[src/rtl/mul_pkg.sv]
package mul_pkg;
    typedef enum logic [1:0] {
        ST_IDLE = 2'd0,
        ST_CONV = 2'd1,
        ST_ITER = 2'd2,
        ST_FIX  = 2'd3
    } mul_state_e;
endpackage

[src/rtl/mul_sign_unit.sv]
module mul_sign_unit #(
    parameter int W = 32
) (
    input  logic         signed_en,
    input  logic [W-1:0] a_raw,
    input  logic [W-1:0] b_raw,
    output logic [W-1:0] a_mag,
    output logic [W-1:0] b_mag,
    output logic         neg_res
);
    logic a_neg, b_neg;

    always_comb begin
        a_neg   = signed_en & a_raw[W-1];
        b_neg   = signed_en & b_raw[W-1];
        // -2^(W-1) maps onto itself, which read as unsigned is 2^(W-1).
        a_mag   = a_neg ? (~a_raw + W'(1)) : a_raw;
        b_mag   = b_neg ? (~b_raw + W'(1)) : b_raw;
        neg_res = a_neg ^ b_neg;
    end
endmodule

[src/rtl/mul_datapath.sv]
module mul_datapath #(
    parameter int W = 32
) (
    input  logic           clk,
    input  logic           rst_n,
    input  logic           load,
    input  logic           step,
    input  logic [W-1:0]   mcand_in,
    input  logic [W-1:0]   mplier_in,
    output logic [2*W-1:0] prod
);
    logic [W-1:0] mcand_q;
    logic [W:0]   sum;

    always_comb begin
        sum = {1'b0, prod[2*W-1:W]} + (prod[0] ? {1'b0, mcand_q} : '0);
    end

    always_ff @(posedge clk or negedge rst_n) begin
        if (!rst_n) begin
            prod    <= '0;
            mcand_q <= '0;
        end else if (load) begin
            prod    <= {{W{1'b0}}, mplier_in};
            mcand_q <= mcand_in;
        end else if (step) begin
            prod    <= {sum, prod[W-1:1]};
        end
    end

    // While the register is loaded, the multiplicand must not move.
    AST_MCAND_STEADY: assert property (@(posedge clk) disable iff (!rst_n)
        step |=> $stable(mcand_q));
endmodule

[src/rtl/mul_result_fix.sv]
module mul_result_fix #(
    parameter int W = 32
) (
    input  logic [2*W-1:0] mag_prod,
    input  logic           negate,
    output logic [2*W-1:0] result
);
    always_comb begin
        result = negate ? (~mag_prod + (2*W)'(1)) : mag_prod;
    end

    // A product of two magnitudes of at most 2^(W-1) never reaches the sign bit.
    AST_NEG_SIGN: assert final ((negate && mag_prod != '0) ? result[2*W-1] : 1'b1);
endmodule

[src/rtl/mul_seq_unit.sv]
module mul_seq_unit
    import mul_pkg::*;
(
    input  logic        clk,
    input  logic        rst_n,
    input  logic        start,
    input  logic [31:0] opnd_a,
    input  logic [31:0] opnd_b,
    input  logic        is_signed,
    output logic        busy,
    output logic        done,
    output logic [31:0] res_hi,
    output logic [31:0] res_lo
);
    localparam int W     = 32;
    localparam int CNT_W = $clog2(W) + 1;

    mul_state_e       state, nxt;
    logic [CNT_W-1:0] cnt;
    logic [W-1:0]     a_q, b_q;
    logic             sgn_q, neg_q;
    logic [W-1:0]     a_mag, b_mag;
    logic             neg_c;
    logic [2*W-1:0]   prod, fixed;
    logic             last_step;

    mul_sign_unit #(.W(W)) u_sign (
        .signed_en (sgn_q),
        .a_raw     (a_q),
        .b_raw     (b_q),
        .a_mag     (a_mag),
        .b_mag     (b_mag),
        .neg_res   (neg_c)
    );

    mul_datapath #(.W(W)) u_dp (
        .clk       (clk),
        .rst_n     (rst_n),
        .load      (state == ST_CONV),
        .step      (state == ST_ITER),
        .mcand_in  (a_mag),
        .mplier_in (b_mag),
        .prod      (prod)
    );

    mul_result_fix #(.W(W)) u_fix (
        .mag_prod (prod),
        .negate   (neg_q),
        .result   (fixed)
    );

    assign last_step = (cnt == CNT_W'(W - 1));

    // Next-state logic
    always_comb begin
        nxt = state;
        unique case (state)
            ST_IDLE: if (start) nxt = ST_CONV;
            ST_CONV: nxt = ST_ITER;
            ST_ITER: if (last_step) nxt = ST_FIX;
            ST_FIX:  nxt = ST_IDLE;
            default: nxt = ST_IDLE;
        endcase
    end

    // State register
    always_ff @(posedge clk or negedge rst_n) begin
        if (!rst_n) state <= ST_IDLE;
        else        state <= nxt;
    end

    // Operand capture, sign and iteration counter
    always_ff @(posedge clk or negedge rst_n) begin
        if (!rst_n) begin
            a_q   <= '0;
            b_q   <= '0;
            sgn_q <= 1'b0;
            neg_q <= 1'b0;
            cnt   <= '0;
        end else begin
            unique case (state)
                ST_IDLE: begin
                    if (start) begin
                        a_q   <= opnd_a;
                        b_q   <= opnd_b;
                        sgn_q <= is_signed;
                    end
                end
                ST_CONV: begin
                    neg_q <= neg_c;
                    cnt   <= '0;
                end
                ST_ITER: cnt <= cnt + CNT_W'(1);
                ST_FIX:  ;
                default: ;
            endcase
        end
    end

    // Outputs
    always_ff @(posedge clk or negedge rst_n) begin
        if (!rst_n) begin
            done   <= 1'b0;
            res_hi <= '0;
            res_lo <= '0;
        end else begin
            done <= (state == ST_FIX);
            if (state == ST_FIX) begin
                res_hi <= fixed[2*W-1:W];
                res_lo <= fixed[W-1:0];
            end
        end
    end

    assign busy = (state != ST_IDLE);

    AST_ITER_COUNT: assert property (@(posedge clk) disable iff (!rst_n)
        (state == ST_FIX) |-> (cnt == CNT_W'(W)));
    AST_DONE_PULSE: assert property (@(posedge clk) disable iff (!rst_n)
        done |=> !done);
    AST_BUSY_EXCL: assert property (@(posedge clk) disable iff (!rst_n)
        !(done && busy));
    AST_OPND_LOCKED: assert property (@(posedge clk) disable iff (!rst_n)
        (busy && state != ST_FIX) |=> $stable({a_q, b_q, sgn_q}));
    AST_RESULT_HELD: assert property (@(posedge clk) disable iff (!rst_n)
        !$rose(done) |-> $stable({res_hi, res_lo}));
endmodule

[config.mk]
export PLATFORM = sky130hd
export DESIGN_NAME = mul_seq_unit
export DESIGN_NICKNAME = d
export VERILOG_FILES = /design/src/rtl/mul_pkg.sv /design/src/rtl/mul_sign_unit.sv /design/src/rtl/mul_datapath.sv /design/src/rtl/mul_result_fix.sv /design/src/rtl/mul_seq_unit.sv
export SDC_FILE = /design/constraint.sdc
export NUM_CORES = 1
export LEC_CHECK = 0
export CORE_AREA = 2 2 213 173
export DETAILED_ROUTE_END_ITERATION = 6
export DIE_AREA = 0 0 215 175
export HOLD_SLACK_MARGIN = 0.12
export PLACE_DENSITY = 0.67
export SLEW_MARGIN = 25
export SYNTH_ARGS = -nofsm -noshare
export SYNTH_HDL_FRONTEND = slang
export SYNTH_SLANG_ARGS = --single-unit
[constraint.sdc]
create_clock -name clk -period 3.55 [get_ports clk]
set_input_delay 0.71 -clock clk [delete_from_list [all_inputs] [get_ports clk]]
set_output_delay 0.71 -clock clk [all_outputs]
set_load 0.005 [all_outputs]
==> impl_metrics.csv <==
group,metric,value,unit
synthesis,netlist_area,0.01400,mm²
synthesis,synth_area_leader_cell,"dfrtp_1",
clock_network,clock_latency,540,ps
final_layout,design_area,0.01660,mm²
final_layout,layout-drive-gt1-share,10.46,%
clock_network,path_clk_slew,70,ps
sta,relSlewSlack,37.42,%
worst_setup_path,r2r_start,"u_dp.prod[0]",
synthesis,synth.most_common_cell,"dfrtp_1",
route,antenna_left,0,
global_route,track_usage,21.16,%
clock_network,cts_sinks,235,
synthesis,syn_area_per_cell,9.314,µm²
die,core_area,0.03553,mm²
global_route,grt_pass1_wl,63380,µm
sta,hold_viol_final,0,
run,cap_violations,0,
synthesis,synthCells,1503,
synthesis,async_flop_share,100.0,%
clock_network,tritoncts,"done",
synthesis,synth_nets,1613,
global_route,grt_antenna_before_repair,0,
clock_network,post_cts_buffers,0,
sta,maxSlewViolCount,0,
route,firstDrtPassIters,5,
worst_setup_path,arrival,3540,ps
die,die_area,0.03763,mm²
die,ios,134,
route,wl_per_cell,19.35,µm
pwr,peakVddDrop,0.0006747,V
worst_setup_path,reg2reg_to,"u_dp.prod[53]",
worst_setup_path,cp_max_fo,10,
worst_setup_path,critPathRequiredTime,4030,ps
synthesis,ys_types,72,
route,via_per_inst,5.677,
worst_setup_path,crit_end,"u_dp.prod[53]",
synthesis,synth_flop_cell,"dfrtp_1",
worst_setup_path,critPathLaunchType,"flip-flop",
sta,rsz0062_at_grt,"no",
route,drt_iter0_drc,1133,
route,wirelength,40370,µm
synthesis,yosysWarnings,0,
place,place_area,0.01578,mm²
synthesis,ys_ff_latch,235,
synthesis,synth_top_area_share,42.01,%
place,place.gp.congestion,0.9096,
pwr,p_leak,6.669,nW
global_route,grt_pass1_vias,11060,
final_layout,fin_nets,1697,
worst_setup_path,crit_path_start,"u_dp.prod[0]",
synthesis,ys_top_cells_by_count,"dfrtp_1 (235), a21oi_1 (167), nor2_1 (155)",
place,port_buffers,133,
clock_network,numCtsBuffers,26,
final_layout,area_growth,18.60,%
sta,tightest_slew,938.7,ps
clock_network,hold_buffers,0,
global_route,grt_max_degree,89,
final_layout,n_fill_cell,3436,
global_route,overflow,0,
run_status,status,"finished clean",
hold_path,hold_class,"input port to async pin",
die,rows,62,
place,place.detailed.hpwl,30120,µm
die,initial_core_util,39.40,%
pwr,p_per_area,1104,mW/mm²
synthesis,synth-seq-area-share,42.01,%
synthesis,netlist_top_cells_area,"dfrtp_1 (42%), mux2_2 (6.0%), a21oi_1 (6.0%)",
route,vias,11840,
final_layout,n_antenna_cell,0,
clock_network,cts_resized,0,
route,route.detailed.drc,0,
clock_network,clockBufferDepth,3,
die,fp.dieW,215,µm
clock_network,h-tree-depth,1,
die,dieHeight,175,µm
sta,fin_tns_setup,0,ps
sta,skew,12.28,ps
sta,min_period,3062,ps
clock_network,cts_root_buf,"clkbuf_16",
sta,max_freq,326.6,MHz
sta,setup_violations,0,
worst_setup_path,worst-r2r-setup-slack,490,ps
synthesis,synth_edf_count,0,
worst_setup_path,crit_type,"flip-flop to flip-flop",
worst_setup_path,critPathCaptureType,"flip-flop",
sta,period_share,86.26,%
worst_setup_path,r2r_cells,11,
==> stage by stage <==
stage	power, mW	util [%]	cells	hold WS (ps)	worst slack (ps)
CTS	18.26	46.71	2086	189.5	504.7
global route	19.74	46.73	2086	209.2	285.8
floorplan	12.11	-	1503	414.4	491.6
detailed placement	15.58	44.42	2039	501.6	529.0
global placement	15.34	44.42	2039	497.4	643.0
finish	18.34	46.73	2086	156.6	487.9
==> worst max-delay path, stage by stage (launching register included) <==
cell	delay (ps)
dfrtp_1	470
and2_1	170
ha_1	180
inv_1	60
fa_1	380
nor2b_1	210
o2111ai_1	250
a211oi_1	360
buf_4	190
o21ai_0	130
or4_1	500
nand3_1	90
==> per-layer routing <==
layer / global-route usage, % / vias to the layer above / wire, µm
met5: 0 / - / 0
met1: 34.13 / 5775 / 20950
met4: 4.540 / 0 / 745
li1: - / 5626 / -
met3: 4.230 / 42 / 3112
met2: 28.51 / 400 / 15570
==> sequential cells by signal, summed over array words and instances, names as in the netlist <==
signal	cells
state	2
a_q	32
res_hi	32
cnt	6
u_dp.mcand_q	32
u_dp.prod	64
res_lo	32
done	1
b_q	32
neg_q	1
sgn_q	1
==> cell families after synthesis <==
kind of cell | synth area share, %
compound gates | 19.65
xor+xnor | 8.070
fa+ha+maj | 3.807
buf+inv | 4.022
flops | 42.01
mux | 6.497
simple gates | 15.94
==> layout make-up <==
type	instances	area [µm²]	share of cell area (%)
well taps	480	600.6	3.617
repair buffers	151	1521	9.164
inverters	52	195.2	1.176
clock buffers	38	757.0	4.559
multi-input cells	1121	7590	45.71
clock inverters	9	57.56	0.3466
flip-flops and latches	235	5882	35.43
==> layout by cell type, fill, tap and decap left out, types with 18 or more instances in the layout <==
cell and count:
a21o_1 26, mux2_2 75, ha_1 39, o31ai_1 29, xnor2_1 67, nand2_1 67
a21oi_1 167, o41ai_1 22, clkdlybuf4s50_1 132, clkbuf_16 27, or3_1 21, and2_1 37
nor2_1 155, nor3_1 22, xor2_1 62, o21ai_0 71, nand4_1 21, inv_1 52
nand3_1 30, a211oi_1 18, dfrtp_1 234
==> report_power, final <==
part	switching, mW	internal, mW
Clock	1.11	1.48
Sequential	1.65	4.06
Combinational	5.68	4.36
==> how the worst min path moves through the flow <==
stage,end,slack (ps),startpoint
5_1_grt,b_q[9],210,rst_n
4_1_cts,b_q[25],190,rst_n
3_5_place_dp,res_hi[5],500,res_hi[5]
6_report,b_q[20],160,rst_n
3_3_place_gp,res_hi[23],500,res_hi[23]
2_1_floorplan,a_q[0],410,rst_n
(Power assumes the default switching activity.)
